[config.mk]
export PLATFORM = sky130hd
export DESIGN_NAME = dram_selfrefresh_seq
export DESIGN_NICKNAME = d
export VERILOG_FILES = /design/src/rtl/slpseq_pkg.sv /design/src/rtl/slpseq_exit_cnt.sv /design/src/rtl/slpseq_fsm.sv /design/src/rtl/slpseq_cmd.sv /design/src/rtl/dram_selfrefresh_seq.sv
export SDC_FILE = /design/constraint.sdc
export NUM_CORES = 1
export LEC_CHECK = 0
export ABC_CLOCK_PERIOD_IN_PS = 3300
export BUFFER_PORTS_ARGS = -buffer_cell sky130_fd_sc_hd__buf_2
export CELL_PAD_IN_SITES_DETAIL_PLACEMENT = 1
export CELL_PAD_IN_SITES_GLOBAL_PLACEMENT = 2
export CORE_UTILIZATION = 35
export CTS_BUF_LIST = sky130_fd_sc_hd__clkbuf_8
export CTS_CLUSTER_SIZE = 14
export DETAILED_ROUTE_END_ITERATION = 12
export GPL_ROUTABILITY_DRIVEN = 0
export HOLD_SLACK_MARGIN = 0.12
export PLACE_DENSITY = 0.95
export SLEW_MARGIN = 20
export SYNTH_ARGS = -nofsm -noshare
export SYNTH_HDL_FRONTEND = slang
export SYNTH_SLANG_ARGS = --single-unit
[constraint.sdc]
create_clock -name clk -period 3.3 [get_ports clk]
set_clock_uncertainty 0.15 [all_clocks]
set_input_delay 0.33 -clock clk [delete_from_list [all_inputs] [get_ports clk]]
set_output_delay 0.33 -clock clk [all_outputs]
set_load 0.1 [all_outputs]
[src/rtl/slpseq_pkg.sv]
package slpseq_pkg;

  typedef enum logic [2:0] {
    ST_RUN     = 3'd0,
    ST_ENTER   = 3'd1,
    ST_HOLD    = 3'd2,
    ST_SLEEP   = 3'd3,
    ST_WAKECLK = 3'd4,
    ST_WAKESTB = 3'd5,
    ST_EXIT    = 3'd6
  } sr_state_e;

  typedef struct packed {
    logic cs_n;
    logic ras_n;
    logic cas_n;
    logic we_n;
  } dram_cmd_t;

  function automatic dram_cmd_t cmd_selfref();
    dram_cmd_t c;
    c = '{cs_n: 1'b0, ras_n: 1'b0, cas_n: 1'b0, we_n: 1'b1};
    return c;
  endfunction

  function automatic dram_cmd_t cmd_nop();
    dram_cmd_t c;
    c = '{cs_n: 1'b0, ras_n: 1'b1, cas_n: 1'b1, we_n: 1'b1};
    return c;
  endfunction

  function automatic dram_cmd_t cmd_deselect();
    dram_cmd_t c;
    c = '{cs_n: 1'b1, ras_n: 1'b1, cas_n: 1'b1, we_n: 1'b1};
    return c;
  endfunction

  // Length of the exit window: the longer of the programmed interval
  // and the minimum clock-enable high time.
  function automatic int exit_len(input int cycles, input int cke_min);
    return (cycles > cke_min) ? cycles : cke_min;
  endfunction

  // Value loaded into the down-counter on entry to the exit window.
  function automatic int exit_load(input int cycles, input int cke_min);
    return exit_len(cycles, cke_min) - 1;
  endfunction

  function automatic int cnt_width(input int load);
    return (load < 2) ? 1 : $clog2(load + 1);
  endfunction

endpackage

[src/rtl/slpseq_exit_cnt.sv]
module slpseq_exit_cnt #(
  parameter int CNT_W = 8,
  parameter int LOAD  = 199
) (
  input  logic clk,
  input  logic rst_n,
  input  logic load,
  input  logic run,
  output logic cnt_zero
);
  localparam logic [CNT_W-1:0] LOAD_V = CNT_W'(LOAD);

  logic [CNT_W-1:0] cnt_q;

  always_ff @(posedge clk) begin
    if (!rst_n) begin
      cnt_q <= '0;
    end else if (load) begin
      cnt_q <= LOAD_V;
    end else if (run && (cnt_q != '0)) begin
      cnt_q <= cnt_q - 1'b1;
    end
  end

  assign cnt_zero = (cnt_q == '0);
endmodule

[src/rtl/slpseq_fsm.sv]
module slpseq_fsm
  import slpseq_pkg::*;
(
  input  logic      clk,
  input  logic      rst_n,
  input  logic      sleep_req,
  input  logic      wake_req,
  input  logic      clk_stable,
  input  logic      cnt_zero,
  output sr_state_e state,
  output logic      ev_load,
  output logic      ev_exit_done,
  output logic      ack_q
);
  sr_state_e state_q, state_d;
  logic      pend_q;
  logic      wake_go;
  logic      in_entry;

  assign in_entry     = (state_q == ST_ENTER) || (state_q == ST_HOLD);
  assign wake_go      = wake_req || pend_q;
  assign ev_load      = (state_q == ST_WAKESTB) && clk_stable;
  assign ev_exit_done = (state_q == ST_EXIT) && cnt_zero;

  always_comb begin
    state_d = state_q;
    unique case (state_q)
      ST_RUN:     if (sleep_req) state_d = ST_ENTER;
      ST_ENTER:   state_d = ST_HOLD;
      ST_HOLD:    state_d = ST_SLEEP;
      ST_SLEEP:   if (wake_go) state_d = ST_WAKECLK;
      ST_WAKECLK: if (clk_stable) state_d = ST_WAKESTB;
      ST_WAKESTB: state_d = clk_stable ? ST_EXIT : ST_WAKECLK;
      ST_EXIT:    if (cnt_zero) state_d = ST_RUN;
      default:    state_d = ST_RUN;
    endcase
  end

  always_ff @(posedge clk) begin
    if (!rst_n) begin
      state_q <= ST_RUN;
      pend_q  <= 1'b0;
      ack_q   <= 1'b0;
    end else begin
      state_q <= state_d;
      ack_q   <= ev_exit_done;
      if (state_q == ST_SLEEP) begin
        pend_q <= 1'b0;
      end else if (in_entry && wake_req) begin
        pend_q <= 1'b1;
      end
    end
  end

  assign state = state_q;
endmodule

[src/rtl/slpseq_cmd.sv]
module slpseq_cmd
  import slpseq_pkg::*;
#(
  parameter bit EXIT_NOP = 1'b1
) (
  input  sr_state_e state,
  output dram_cmd_t cmd,
  output logic      cke,
  output logic      grant,
  output logic      gate_ok,
  output logic      sleep_ack
);
  dram_cmd_t exit_cmd;

  generate
    if (EXIT_NOP) begin : g_exit_nop
      assign exit_cmd = cmd_nop();
    end else begin : g_exit_desel
      assign exit_cmd = cmd_deselect();
    end
  endgenerate

  always_comb begin
    cmd       = cmd_deselect();
    cke       = 1'b0;
    grant     = 1'b0;
    gate_ok   = 1'b0;
    sleep_ack = 1'b0;
    unique case (state)
      ST_RUN: begin
        cke   = 1'b1;
        grant = 1'b1;
      end
      ST_ENTER: cmd = cmd_selfref();
      ST_SLEEP: begin
        gate_ok   = 1'b1;
        sleep_ack = 1'b1;
      end
      ST_EXIT: begin
        cke = 1'b1;
        cmd = exit_cmd;
      end
      default: cmd = cmd_deselect();
    endcase
  end
endmodule

[src/rtl/dram_selfrefresh_seq.sv]
module dram_selfrefresh_seq
  import slpseq_pkg::*;
#(
  parameter int EXIT_CYCLES = 200,
  parameter int CKE_MIN     = 3,
  parameter bit EXIT_NOP    = 1'b1
) (
  input  logic clk,
  input  logic rst_n,
  input  logic sleep_req,
  input  logic wake_req,
  input  logic clk_stable,
  output logic cke,
  output logic cs_n,
  output logic ras_n,
  output logic cas_n,
  output logic we_n,
  output logic bus_grant,
  output logic sleep_ack,
  output logic wake_ack,
  output logic clk_gate_ok
);
  localparam int LOAD_V = exit_load(EXIT_CYCLES, CKE_MIN);
  localparam int CNT_W  = cnt_width(LOAD_V);

  sr_state_e state;
  dram_cmd_t cmd;
  logic      ev_load;
  logic      ev_exit_done;
  logic      cnt_zero;
  logic      in_exit;

  assign in_exit = (state == ST_EXIT);

  slpseq_fsm u_fsm (
    .clk          (clk),
    .rst_n        (rst_n),
    .sleep_req    (sleep_req),
    .wake_req     (wake_req),
    .clk_stable   (clk_stable),
    .cnt_zero     (cnt_zero),
    .state        (state),
    .ev_load      (ev_load),
    .ev_exit_done (ev_exit_done),
    .ack_q        (wake_ack)
  );

  slpseq_exit_cnt #(
    .CNT_W (CNT_W),
    .LOAD  (LOAD_V)
  ) u_cnt (
    .clk      (clk),
    .rst_n    (rst_n),
    .load     (ev_load),
    .run      (in_exit),
    .cnt_zero (cnt_zero)
  );

  slpseq_cmd #(
    .EXIT_NOP (EXIT_NOP)
  ) u_cmd (
    .state     (state),
    .cmd       (cmd),
    .cke       (cke),
    .grant     (bus_grant),
    .gate_ok   (clk_gate_ok),
    .sleep_ack (sleep_ack)
  );

  assign cs_n  = cmd.cs_n;
  assign ras_n = cmd.ras_n;
  assign cas_n = cmd.cas_n;
  assign we_n  = cmd.we_n;
endmodule

==> qor.txt <==
Initial cell density of the core -> 37.3%
DR vias -> 674
Slew Limit Fails -> 0
Diode count -> 0
Synth warn -> 0
Synth async-reset ratio -> 0%
Post-route ant nets -> 0
Mean Syn Cell Area -> 8.60 um^2
Width of the die -> 48.0 um
WS Path Type -> flop to output port
Post-layout util -> 42.4%
Period utilization -> 64.5%
Initial DRC Count -> 10
Area leader, netlist -> dfxtp_1
Clock buffer depth -> 2
Mapped Cells -> 86
Worst min-delay path endpoint -> u_cnt.cnt_q[1]
CP required -> 2.82 ns
Initial antenna violation count -> 0
Yosys top cell area share -> 35.2%
Syn Std Cell Area -> 739 um^2
Yosys reg bits -> 13
FP Rows -> 16
Number of top-level pins -> 14
Nets -> 104
Synth cell types -> 38
Tightest Pin Transition -> 0.715 ns
Detailed-route DRC error count -> 0
Area growth syn-to-layout -> 13.7%
IO Port Bufs -> 12
Worst-Skew Late Latency -> 0.24 ns
CTS clk-pin slew, worst paths -> 0.05 ns
Hold Crit Class -> input port to flop
Largest net degree at the start of global routing -> 12
Vias/cell -> 5.48
Static leakage -> 0.000337 uW
Origin of the critical flop-to-flop path -> u_cnt.cnt_q[0]
Worst Reg-to-Reg Cells -> 6
Die Ht -> 48.0 um
CTS Sinks -> 13
Max-Cap Viols -> 0
Setup violators final -> 0
Flop2flop setup slack -> 1.27 ns
Gr usage total -> 19.3%
Hold path cells -> 2
First-pass GRT wire length -> 2960 um
Die area -> 2300 um^2
Max Clock Freq -> 470 MHz
Root buffer cell -> clkbuf_8
Arr. time, crit path -> 1.65 ns
Final Hold Violating Endpoints -> 0
TritonCTS Buffers -> 3
Min Clock Period, post-route -> 2.13 ns
Hold_buf cts -> 0
Crit end category -> output port
RSZ-0062 raised after global routing -> false
CP startpoint kind -> flop
Crit Path Max Fanout -> 11
HP Start -> rst_n
Core box area -> 1980 um^2
DP HPWL -> 1320 um
H-tree Lvls -> 1
Top cells by area, synth -> dfxtp_1 35%, a21oi_1 5.4%, xnor2_1 4.7%
EDFF count, synth -> 0
DRT Pass-1 Iters -> 4
TNS Setup -> 0 ns
Worst VDD drop -> 0.288 mV
Final wirelength -> 1850 um
Postcts setup bufs -> 0
Grt total ovfl -> 0
Status -> finished clean
Top_reg_cell synth -> dfxtp_1
Layout cell share with drive strength beyond 1 -> 19.8%
Seq/Total Area, Yosys -> 35.2%
Reg-to-reg endpoint -> u_cnt.cnt_q[0]
Post-synth net total -> 93
CTS tree -> yes
Post-DR wirelength/cell -> 15.0 um
Pwr Density -> 519 nW/um^2
Post_cts resized -> 0
Relative slew slack -> 51.9%
Vias in the first global route -> 613
cells by family after synthesis:
family,share of synthesized area [%]
xor gates and xnor gates,7.11
DFF,35.2
buffers and inverters,7.61
other,0.507
and+or+nand+nor,25.0
adders and majority gates,3.38
AOI/OAI and AO/OA,21.2
layer usage:
layer,global-route usage [%],part of all wire [%],routed length [um],vias to the layer above
met1,23.7,49,910,332
met3,6.79,2.9,53,2
met2,31.4,47,866,9
met5,0,0,0,-
met4,6.67,1.0,19,0
li1,-,-,-,331
cell type report:
| type | count | area (um^2) |
|---|---|---|
| fill | 238 | 1140 |
| multi-input combinational | 62 | 423 |
| sequential | 13 | 260 |
| timing repair buffer | 12 | 60.1 |
| clock buffer | 3 | 41.3 |
| tap | 27 | 33.8 |
| inverter | 5 | 18.8 |
| clock inverter | 1 | 3.75 |
synth_stat cells (2+ instances only):
cell type,n
dfxtp_1,13
a21oi_1,8
nor2_1,5
inv_1,4
nor3_1,4
xnor2_1,4
a31oi_1,3
buf_2,3
buf_4,3
nand2_1,3
o21ai_0,3
a211o_1,2
ha_1,2
nand3b_1,2
nand4b_1,2
nor4_1,2
xor2_1,2
state kept, by name (all words and copies together), names as in the netlist:
name	flops
u_cnt.cnt_q	8
u_fsm.ack_q	1
u_fsm.pend_q	1
u_fsm.state	3
report_power, final:
group,internal [uW],total (uW),switching [uW]
clock network,82.1,138,56.2
logic,23.5,127,103
registers,162,171,9.60
total,267,437,169
worst max path at each step:
stage                         from  slack [ns]  depth (start not counted)              to
global placement    u_cnt.cnt_q[0]        1.40                          6  u_cnt.cnt_q[0]
CTS                 u_fsm.state[2]        1.17                          4            cs_n
detailed placement  u_cnt.cnt_q[0]        1.30                          6  u_cnt.cnt_q[0]
floorplan           u_fsm.state[2]        0.58                          4            cs_n
global route        u_fsm.state[2]         1.0                          4            cs_n
finish              u_fsm.state[2]        1.17                          4            cs_n
cells in the final DEF, fill, tap and decap left out, types with 2 or more instances in the layout:
master,count
a31oi_1,3
a211o_1,2
clkbuf_8,3
nor2_1,5
nor4_1,2
nand3b_1,2
xor2_1,2
nand4b_1,2
xnor2_1,4
buf_2,12
dfxtp_1,13
nand2_1,3
o21ai_0,2
a21oi_1,8
nor3_1,4
ha_1,2
inv_1,5
critical path: stages, from the launching register on:
cell	delay, ns
dfxtp_1	0.53
inv_1	0.18
nand3b_1	0.15
and2_1	0.13
buf_2	0.41
through the flow:
stage | cell area, um^2 | hold slack, ns | power (uW) | cells | setup slack (ns)
2_1_floorplan | 739 | 0.313 | 287 | 86 | 0.580
3_3_place_gp | 796 | 0.363 | 301 | 119 | 1.40
3_5_place_dp | 796 | 0.392 | 302 | 119 | 1.30
4_1_cts | 841 | 0.216 | 445 | 123 | 1.17
5_1_grt | 841 | 0.225 | 458 | 123 | 0.998
6_report | 841 | 0.225 | 437 | 123 | 1.17
Note: power is estimated with default switching activity, not from simulation.
